File: config.mk
export PLATFORM = sky130hd
export DESIGN_NAME = two_stage_wdt
export DESIGN_NICKNAME = d
export VERILOG_FILES = /design/src/rtl/wdt_pkg.sv /design/src/rtl/wdt_regs.sv /design/src/rtl/wdt_counter.sv /design/src/rtl/wdt_stage.sv /design/src/rtl/two_stage_wdt.sv
export SDC_FILE = /design/constraint.sdc
export NUM_CORES = 1
export LEC_CHECK = 0
export CAP_MARGIN = 40
export CELL_PAD_IN_SITES_DETAIL_PLACEMENT = 1
export CELL_PAD_IN_SITES_GLOBAL_PLACEMENT = 1
export CORE_ASPECT_RATIO = 1.5
export CORE_MARGIN = 3
export CORE_UTILIZATION = 35
export DETAILED_ROUTE_END_ITERATION = 7
export PLACE_DENSITY = 0.65
export RECOVER_POWER = 50
export SETUP_SLACK_MARGIN = 0.02
export SYNTH_ARGS = -nofsm -noshare
export SYNTH_HDL_FRONTEND = slang
export SYNTH_SLANG_ARGS = --single-unit
File: constraint.sdc
create_clock -name clk_i -period 3.37 [get_ports clk_i]
set_clock_uncertainty 0.05 [all_clocks]
set_input_delay 0.5055 -clock clk_i [delete_from_list [all_inputs] [get_ports clk_i]]
set_output_delay 0.5055 -clock clk_i [all_outputs]
set_load 0.1 [all_outputs]
File: src/rtl/wdt_pkg.sv
package wdt_pkg;
  typedef enum logic [1:0] {
    WSEL_SERVICE = 2'd0,
    WSEL_PERIOD  = 2'd1,
    WSEL_CTRL    = 2'd2,
    WSEL_ACK     = 2'd3
  } wsel_e;
endpackage

File: src/rtl/wdt_regs.sv
module wdt_regs #(
  parameter int unsigned CNT_W      = 16,
  parameter int unsigned PERIOD_RST = 1000
) (
  input  logic             clk_i,
  input  logic             rst_ni,
  input  logic             wr_en_i,
  input  logic [1:0]       wr_sel_i,
  input  logic [CNT_W-1:0] wr_data_i,
  output logic [CNT_W-1:0] period_o,
  output logic             rst_en_o,
  output logic             service_o,
  output logic             ack_o
);
  import wdt_pkg::*;

  localparam logic [CNT_W-1:0] PeriodInit = CNT_W'(PERIOD_RST);

  wsel_e sel;
  assign sel = wsel_e'(wr_sel_i);

  logic [CNT_W-1:0] period_q;
  logic             rst_en_q;

  always_ff @(posedge clk_i or negedge rst_ni) begin
    if (!rst_ni) begin
      period_q <= PeriodInit;
      rst_en_q <= 1'b0;
    end else if (wr_en_i) begin
      if (sel == WSEL_PERIOD) period_q <= wr_data_i;
      // set-only: a zero in bit 0 leaves the enable untouched
      if (sel == WSEL_CTRL && wr_data_i[0]) rst_en_q <= 1'b1;
    end
  end

  assign period_o  = period_q;
  assign rst_en_o  = rst_en_q;
  assign service_o = wr_en_i && (sel == WSEL_SERVICE);
  assign ack_o     = wr_en_i && (sel == WSEL_ACK) && wr_data_i[0];

  p_sticky_en_r8: assert property (@(posedge clk_i) disable iff (!rst_ni)
    rst_en_q |=> rst_en_q);
endmodule

File: src/rtl/wdt_counter.sv
module wdt_counter #(
  parameter int unsigned CNT_W      = 16,
  parameter int unsigned PERIOD_RST = 1000
) (
  input  logic             clk_i,
  input  logic             rst_ni,
  input  logic             service_i,
  input  logic [CNT_W-1:0] period_i,
  output logic             expire_o
);
  localparam logic [CNT_W-1:0] PeriodInit = CNT_W'(PERIOD_RST);

  logic [CNT_W-1:0] cnt_q;
  logic             at_zero;

  assign at_zero  = (cnt_q == '0);
  assign expire_o = at_zero && !service_i;

  always_ff @(posedge clk_i or negedge rst_ni) begin
    if (!rst_ni)                   cnt_q <= PeriodInit;
    else if (service_i || at_zero) cnt_q <= period_i;
    else                           cnt_q <= cnt_q - 1'b1;
  end

  p_reload_r2: assert property (@(posedge clk_i) disable iff (!rst_ni)
    expire_o |=> (cnt_q == $past(period_i)));
  p_service_reload_r6: assert property (@(posedge clk_i) disable iff (!rst_ni)
    service_i |=> (cnt_q == $past(period_i)));
endmodule

File: src/rtl/wdt_stage.sv
module wdt_stage (
  input  logic clk_i,
  input  logic rst_ni,
  input  logic expire_i,
  input  logic service_i,
  input  logic ack_i,
  input  logic rst_en_i,
  output logic crit_irq_o,
  output logic rst_req_no
);
  logic stage_q, irq_q, req_q;

  always_ff @(posedge clk_i or negedge rst_ni) begin
    if (!rst_ni) begin
      stage_q <= 1'b0;
      irq_q   <= 1'b0;
      req_q   <= 1'b0;
    end else begin
      if (service_i)     stage_q <= 1'b0;
      else if (expire_i) stage_q <= 1'b1;
      // a new first expiry wins over a same-cycle acknowledge
      if (expire_i && !stage_q) irq_q <= 1'b1;
      else if (ack_i)           irq_q <= 1'b0;
      if (expire_i && stage_q && rst_en_i) req_q <= 1'b1;
    end
  end

  assign crit_irq_o = irq_q;
  assign rst_req_no = ~req_q;

  p_first_expiry_r3: assert property (@(posedge clk_i) disable iff (!rst_ni)
    (expire_i && !stage_q) |=> (stage_q && crit_irq_o));
  p_service_stage_r6: assert property (@(posedge clk_i) disable iff (!rst_ni)
    service_i |=> !stage_q);
  p_irq_hold_r9: assert property (@(posedge clk_i) disable iff (!rst_ni)
    (crit_irq_o && !ack_i) |=> crit_irq_o);
  p_req_cause_r4: assert property (@(posedge clk_i) disable iff (!rst_ni)
    $fell(rst_req_no) |-> ($past(stage_q) && $past(rst_en_i) && $past(expire_i)));
  p_req_hold_r10: assert property (@(posedge clk_i) disable iff (!rst_ni)
    !rst_req_no |=> !rst_req_no);
endmodule

File: src/rtl/two_stage_wdt.sv
module two_stage_wdt #(
  parameter int unsigned CNT_W      = 16,
  parameter int unsigned PERIOD_RST = 1000
) (
  input  logic             clk_i,
  input  logic             rst_ni,
  input  logic             wr_en_i,
  input  logic [1:0]       wr_sel_i,
  input  logic [CNT_W-1:0] wr_data_i,
  output logic             crit_irq_o,
  output logic             rst_req_no
);
  logic [CNT_W-1:0] period;
  logic             rst_en, service, ack, expire;

  wdt_regs #(.CNT_W(CNT_W), .PERIOD_RST(PERIOD_RST)) i_regs (
    .clk_i, .rst_ni, .wr_en_i, .wr_sel_i, .wr_data_i,
    .period_o (period),
    .rst_en_o (rst_en),
    .service_o(service),
    .ack_o    (ack)
  );

  wdt_counter #(.CNT_W(CNT_W), .PERIOD_RST(PERIOD_RST)) i_counter (
    .clk_i, .rst_ni,
    .service_i(service),
    .period_i (period),
    .expire_o (expire)
  );

  wdt_stage i_stage (
    .clk_i, .rst_ni,
    .expire_i  (expire),
    .service_i (service),
    .ack_i     (ack),
    .rst_en_i  (rst_en),
    .crit_irq_o,
    .rst_req_no
  );
endmodule

# Word level (Yosys, flattened, before mapping)
# Cells that the tools add are included.
dict set report totals {
  out_inout_bits 2
  in_bits 21
  ff_bits 36
}
dict set report op_classes {
  bitwise 1
  muxes 5
  reduce_logical 17
  eq_ne 3
  addsub 1
}
# op count
set ops {}
lappend ops {{16-bit logical NOT} 1}
lappend ops {{16-bit two-way mux} 1}
lappend ops {{16-bit by 1-bit subtractor with 16-bit output, second input constant} 1}
lappend ops {{1-bit logical AND} 8}
lappend ops {{2-bit == test, second input constant} 2}
lappend ops {{1-bit two-way mux} 4}
lappend ops {{2-bit AND reduction} 2}
lappend ops {{2-bit nonzero test} 2}
lappend ops {{2-bit by 1-bit == test with 1-bit output, second input constant} 1}
lappend ops {{1-bit logical NOT} 2}
lappend ops {{2-bit logical NOT} 1}
lappend ops {{1-bit logical OR} 1}
lappend ops {{1-bit NOT} 1}

# Logic depth before layout (Yosys ltp)
# Gate-level depths: netlist (run 1).
dict set report depth {
  ltp_word 6
  ltp_mapped 7
  mapped_depth_nobuf 6
}

# Hierarchy
# From an unflattened synthesis (run 1), not the netlist that was laid out.
dict set report hier_totals {
  hier_cells 143
  hier_area_um2 1757.9
}
# mod cells_each n_inst area_each_um2 seq_area_each_um2
set modules_own_cells {}
lappend modules_own_cells {wdt_counter 92 1 933.4 407.9}
lappend modules_own_cells {wdt_regs 40 1 709.4 432.9}
lappend modules_own_cells {wdt_stage 11 1 115.1 75.1}

# Worst setup path after synthesis (run 1)
# No wires, ideal clock.
dict set report synth_path {
  kind {register to register}
  start {register i_counter.cnt_q[0]}
  end {register i_counter.cnt_q[10]}
  stages_incl_launch_ff 8
  arrival_ps 1764
  path_slack_ps 1431
  synth_period_minus_slack_ps 1939
  n_path_buf 1
  setup_time_ps 125
  cell_sequence {dfrtp_1 inv_1 ha_1 nor3b_2 nand4_4 nand2_4 buf_12 mux2_4}
}
dict set report synth_via {
  elab_chain_cells 3
  word_cells_on_any_way 4
}
# item line_no
set synth_rtl {}
lappend synth_rtl {{start, declared} wdt_counter.sv:13} ;# logic [CNT_W-1:0] cnt_q;
lappend synth_rtl {{start signal, assigned} wdt_counter.sv:20} ;# if (!rst_ni) cnt_q <= PeriodInit;
lappend synth_rtl {{start signal, assigned} wdt_counter.sv:21} ;# else if (service_i || at_zero) cnt_q <= period_i;
lappend synth_rtl {{start signal, assigned} wdt_counter.sv:22} ;# else cnt_q <= cnt_q - 1'b1;
lappend synth_rtl {{branches (longest 2 deep; another with 16-bit by 1-bit subtractor with 16-bit output)} n/a}
lappend synth_rtl {{16-bit two-way mux *} wdt_counter.sv:21}
# Mark *: on every way between the ends.
# A chain may end at the register's enable or synchronous reset.

==> results of run 1 <==
## state kept, by name, indices dropped and copies added (netlist names)
name	cells
i_counter.cnt_q	16
i_stage.stage_q	1
i_stage.crit_irq_o	1
i_stage.req_q	1
i_regs.period_o	16
i_regs.rst_en_o	1
## worst reg2reg max path: stages (launching register included)
cell and delay (ns):
dfrtp_1 0.40, inv_1 0.08, ha_1 0.19, nor3b_2 0.54, nand4_4 0.20, nand2_4 0.29, mux2_2 0.37
## through the flow
step | instance area, µm² | power (mW) | setup WS [ns] | util | hold slack, ns
2_1_floorplan | 1740 | 1.04 | 1.43 | - | 0.160
3_3_place_gp | 2030 | 1.13 | 1.03 | 0.435 | 0.404
3_5_place_dp | 2070 | 1.15 | 1.14 | 0.445 | 0.414
4_1_cts | 2150 | 1.46 | 1.09 | 0.462 | 0.434
5_1_grt | 2150 | 1.53 | 0.531 | 0.462 | 0.469
6_report | 2150 | 1.42 | 0.947 | 0.462 | 0.424
## worst paths after layout
path / from / slack, ns / to / cells after the start
min in group asynchronous: rst_ni / 1.23 / i_regs.period_o[13] / 2
worst min-delay path: i_stage.req_q / 0.42 / i_stage.req_q / 2
max in group clk_i: i_counter.cnt_q[0] / 1.12 / i_counter.cnt_q[15] / 6
worst min register to register: i_stage.req_q / 0.42 / i_stage.req_q / 2
worst max-delay path: rst_ni / 0.95 / i_counter.cnt_q[15] / 2
worst max register to register: i_counter.cnt_q[0] / 1.12 / i_counter.cnt_q[15] / 6
## per-layer routing
layer	track usage	vias to the layer above	share of wire
met5	0	-	0
met4	0.0649	0	0.025
met3	0.0388	6	0.044
met2	0.228	20	0.52
met1	0.138	531	0.41
li1	-	510	-
## power by group through the flow
stage                     Clock (mW)  Combinational (mW)  Sequential [mW]
after global routing           0.324               0.432            0.780
after CTS                      0.306               0.395            0.756
after detailed placement           0               0.393            0.759
final                          0.287               0.385            0.752
after global placement             0               0.376            0.754
after floorplan                    0               0.307            0.729
## kinds of logic after synthesis
kind of cell | share of synthesized area
AND/OR/NAND/NOR | 0.131
AO/OA/AOI/OAI | 0.0251
XOR/XNOR | 0.0654
multiplexers | 0.219
flip-flops | 0.526
adder cells (fa/ha/maj) | 0.00718
buffers and inverters | 0.0266
## final cells by class
| class | instances | share of cell area |
|---|---|---|
| clock inverter | 1 | 0.00233 |
| clock buffer | 7 | 0.0355 |
| tap | 64 | 0.0373 |
| sequential | 36 | 0.426 |
| inverter | 6 | 0.0105 |
| timing repair buffer | 26 | 0.125 |
| multi-input combinational | 83 | 0.363 |
## layout by cell type, fill, tap and decap left out, types with 2 or more instances in the layout
master	instances
dfrtp_1	24
mux2_2	21
clkdlybuf4s50_1	20
dfstp_2	12
mux2_4	9
xnor2_1	8
inv_1	6
nand3_1	6
xor2_1	5
nand2_1	5
clkbuf_8	5
nor2_1	4
nor4_1	4
o21ai_0	3
clkbuf_1	3
buf_8	3
nor4_4	2
nand4_1	2
dlygate4sd3_1	2
==> run_results.csv, run 1 <==
group,metric,value,unit
status,status,"complete, but fails checks",
status,violations,"max-capacitance violations, max-slew violations",
logic_synthesis,syn_avg_cell_area,13.7,µm²
sta,hold_viol_final,0,
worst_setup_path,crit_path_end_kind,"async pin",
worst_setup_path,path_buf_inv,2,
power,p_leak,0.875,nW
logic_synthesis,synthMostInstantiatedCell,"dfrtp_1",
power,swShare,0.307,
sta,fin_crit_sh,0.719,
clock_tree,hold_buffers,0,
route,drc_errors,0,
worst_setup_path,path_class,"in -> async",
logic_synthesis,yosys.area.top_type,"dfrtp_1",
clock_tree,postCtsSetupRepairBufs,0,
clock_tree,insertion_delay,0.28,ns
logic_synthesis,ys_types,30,
place,hpwl,2280,µm
sta,rsz0062_at_grt,"false",
grt,grt_first_pass_wirelength,5890,µm
route,vias,1067,
route,drt_iter0_markers,18,
grt,antenna_found_initial,0,
logic_synthesis,synth_top_cell_area_share,0.345,
min_path,hold_class,"reg -> reg",
job,drv_cap,1,
grt,grt_usage,0.129,
grt,grt_max_degree,37,
worst_setup_path,cp_slowest_stage_delay,1.36,ns
clock_tree,post_cts_resized,0,
clock_tree,clk_transition_reported_paths,0.07,ns
route,first_pass_iters,3,
logic_synthesis,synth_cells,127,
grt,grt_pass1_vias,1293,
cells_and_area,syn_to_final_growth,23.3,%
logic_synthesis,synth.area.top_cells,"dfrtp_1 (34%), dfstp_2 (18%), mux2_2 (14%)",
sta,setup_violations,0,
clock_tree,cts.sinks,36,
sta,slew_headroom,-0.267,
clock_tree,cts_tree,"built",
place,dp_cells,215,
power,power_density,663,nW/µm²
power,internal-power,987,µW
clock_tree,htreeDepth,2,
worst_setup_path,critPathSlowestCell,"clkbuf_1",
route,drt-total-wl,3240,µm
cells_and_area,seq_area,916,µm²
power,ir_drop,295,µV
worst_setup_path,crit_required,3.34,ns
sta,drv_slew,37,
cells_and_area,fill_cells,522,
sta,tns,0,ns
cells_and_area,diodes,0,
floorplan,initial_utilization,0.374,
clock_tree,cts_root_buffer,"clkbuf_8",
logic_synthesis,synth.top_cells.by_count,"dfrtp_1 (24), mux2_2 (21), dfstp_2 (12), mux2_4 (9), xnor2_1 (8)",
route,detail-route-antenna-nets,0,
worst_setup_path,arrival,2.40,ns
logic_synthesis,synth_warnings,0,
logic_synthesis,synth-edff-count,0,
grt,overflow,0,
place,io_buffers,22,
cells_and_area,fin_cells,223,
power,power_frac_clock,0.201,
sta,max_freq,413,MHz
route,routedWlPerCell,14.5,µm
logic_synthesis,ys_seq_area_frac,0.526,
logic_synthesis,async_flop_share,1.00,
floorplan,core_area,4650,µm²
worst_setup_path,path_cells,"dlygate4sd3_1 -> clkbuf_1",
sta,tightestPinTransition,1.90,ns
logic_synthesis,synth_flop_cell,"dfrtp_1",
floorplan,die_w,63.6,µm
power,p_seq_frac,0.528,
floorplan,core.rowCount,30,
worst_setup_path,crit_family,"buffers and inverters",
floorplan,die-area,5880,µm²
place,gp_congestion,0.740,
clock_tree,clock_path_buffers,2,
route,vias_per_cell,4.78,
sta,period_needed,2.42,ns
power,pwr-share-comb,0.271,
worst_setup_path,path_max_fanout,36,
logic_synthesis,synthesis.area,1740,µm²
worst_setup_path,crit_path_start_kind,"primary input",
cells_and_area,final_layout_size_suffix_gt1_frac,0.358,
floorplan,io_pins,23,
floorplan,dieHeight,92.4,µm
logic_synthesis,syn_nets,149,
cells_and_area,fin_nets,180,
power,power_switching,438,µW
logic_synthesis,yosys_register_bits,36,
clock_tree,cts_buffers,5,
cells_and_area,multiInputGateArea,779,µm²
Power figures use the tool's default switching activity.
==> run 2: changes to the inputs <==
==> constraint.sdc (replaced) <==
create_clock -name clk_i -period 2.4 [get_ports clk_i]
set_clock_uncertainty 0.05 [all_clocks]
set_input_delay 0.36 -clock clk_i [delete_from_list [all_inputs] [get_ports clk_i]]
set_output_delay 0.36 -clock clk_i [all_outputs]
set_load 0.1 [all_outputs]
==> run_results.csv, run 2 (synthesis results as in run 1) <==
group,metric,value,unit
sta,rsz0062_at_grt,"false",
cells_and_area,fin_nets,180,
place,gp_congestion,0.734,
cells_and_area,final_cell_mix,"dfrtp_1 (24), mux2_2 (21), clkdlybuf4s50_1 (18)",
grt,grt_max_degree,37,
grt,overflow,0,
clock_tree,cts_tree,"built",
floorplan,core.rowCount,30,
job,drv_cap,0,
power,p_leak,0.875,nW
cells_and_area,final_layout_size_suffix_gt1_frac,0.377,
clock_tree,htreeDepth,2,
worst_setup_path,cp-startpoint,"i_counter.cnt_q[0]",
place,hpwl,2480,µm
place,post-place-ws,0.419,ns
worst_setup_path,path_cells,"inv_1 -> ha_1 -> nor3b_2 -> nand4_4 -> nand2_4 -> mux2_2",
worst_setup_path,ff2ff_path_depth,6,
route,drt_iter0_markers,6,
sta,tightestPinTransition,0.870,ns
place,io_buffers,22,
worst_setup_path,crit_required,2.52,ns
sta,slew_headroom,0.420,
floorplan,core_area,4650,µm²
cells_and_area,syn_to_final_growth,21.8,%
cells_and_area,diodes,0,
worst_setup_path,crit_path_start_kind,"flip-flop",
sta,max_freq,513,MHz
route,vias,1112,
status,status,"completed",
clock_tree,hold_buffers,0,
grt,grt_first_pass_wirelength,5870,µm
route,detail-route-antenna-nets,0,
grt,grt_pass1_vias,1272,
floorplan,die_w,63.6,µm
sta,drv_slew,0,
sta,period_needed,1.95,ns
worst_setup_path,cp_slowest_stage_delay,0.41,ns
route,drc_errors,0,
worst_setup_path,crit_path_end_kind,"flip-flop",
power,ir_drop,402,µV
clock_tree,insertion_delay,0.28,ns
floorplan,dieHeight,92.4,µm
clock_tree,post_cts_resized,0,
sta,setup_violations,0,
worst_setup_path,rr_endpoint,"i_counter.cnt_q[15]",
clock_tree,cts_buffers,5,
power,power_density,956,nW/µm²
route,first_pass_iters,3,
sta,fin_crit_sh,0.812,
clock_tree,cts_root_buffer,"clkbuf_8",
floorplan,die-area,5880,µm²
worst_setup_path,r2r_slack,0.45,ns
clock_tree,clock_path_buffers,2,
min_path,hold_class,"reg -> reg",
clock_tree,cts.sinks,36,
worst_setup_path,path_max_fanout,15,
clock_tree,postCtsSetupRepairBufs,0,
route,drt-total-wl,3340,µm
sta,layout_setup_ws,0.452,ns
floorplan,io_pins,23,
sta,tns,0,ns
worst_setup_path,arrival,2.07,ns
worst_setup_path,path_class,"reg -> reg",
route,routedWlPerCell,15.0,µm
sta,hold_viol_final,0,
cells_and_area,final_common_cell,"dfrtp_1",
floorplan,initial_utilization,0.374,
grt,grt_usage,0.128,
place,post_dp_cell_area,2040,µm²
worst_setup_path,reg2reg_from,"i_counter.cnt_q[0]",
clock_tree,clk_transition_reported_paths,0.07,ns
route,vias_per_cell,4.99,
cells_and_area,fill_cells,517,
worst_setup_path,cp-endpoint,"i_counter.cnt_q[15]",
cells_and_area,final_area,2120,µm²
grt,antenna_found_initial,0,
worst_setup_path,critPathSlowestCell,"dfrtp_1",
==> run 2: metrics by stage <==
| step | hold slack [ns] | util | std cells | power (mW) |
|---|---|---|---|---|
| floorplan | 0.0144 | - | 127 | 1.46 |
| global placement | 0.409 | 0.439 | 215 | 1.60 |
| detailed placement | 0.430 | 0.439 | 215 | 1.64 |
| CTS | 0.447 | 0.456 | 223 | 2.06 |
| global route | 0.471 | 0.456 | 223 | 2.17 |
| finish | 0.431 | 0.456 | 223 | 2.03 |
==> run 2: power breakdown <==
part	switching [mW]	internal, mW	total [mW]
registers	0.223	0.842	1.06
clock network	0.203	0.204	0.406
logic	0.209	0.348	0.558
total	0.635	1.39	2.03
==> run 2: worst min-delay path by stage <==
stage / start / cells after the start / slack, ns / to
after CTS: i_regs.rst_en_o / 1 / 0.45 / i_regs.rst_en_o
after floorplan: rst_ni / 0 / 0.01 / i_counter.cnt_q[0]
after detailed placement: i_stage.req_q / 2 / 0.43 / i_stage.req_q
after global routing: i_regs.rst_en_o / 1 / 0.47 / i_regs.rst_en_o
after global placement: i_stage.req_q / 2 / 0.41 / i_stage.req_q
final: i_stage.req_q / 2 / 0.43 / i_stage.req_q
==> run 2: worst max-delay path: cells and delay by family (launching register included) <==
kind	cells	cell delay, ns
fa+ha+maj	1	0.18
buf+inv	1	0.09
flops	1	0.41
mux	1	0.37
simple gates	3	0.73
==> run 2: area by class of cell <==
type                            instances  area [µm²]  area share
Tap cell                               64        80.1      0.0377
Multi-Input combinational cell         83         779       0.367
Inverter                                6        22.5      0.0106
Sequential cell                        36         916       0.432
Clock inverter                          1        5.00     0.00236
Clock buffer                            7        76.3      0.0360
Timing Repair Buffer                   26         243       0.114
==> run 2: routing by layer <==
metal | wire, µm | GRT usage
met1 | 1340 | 0.138
met2 | 1830 | 0.231
met3 | 125 | 0.0400
met4 | 40 | 0.0432
met5 | 0 | 0
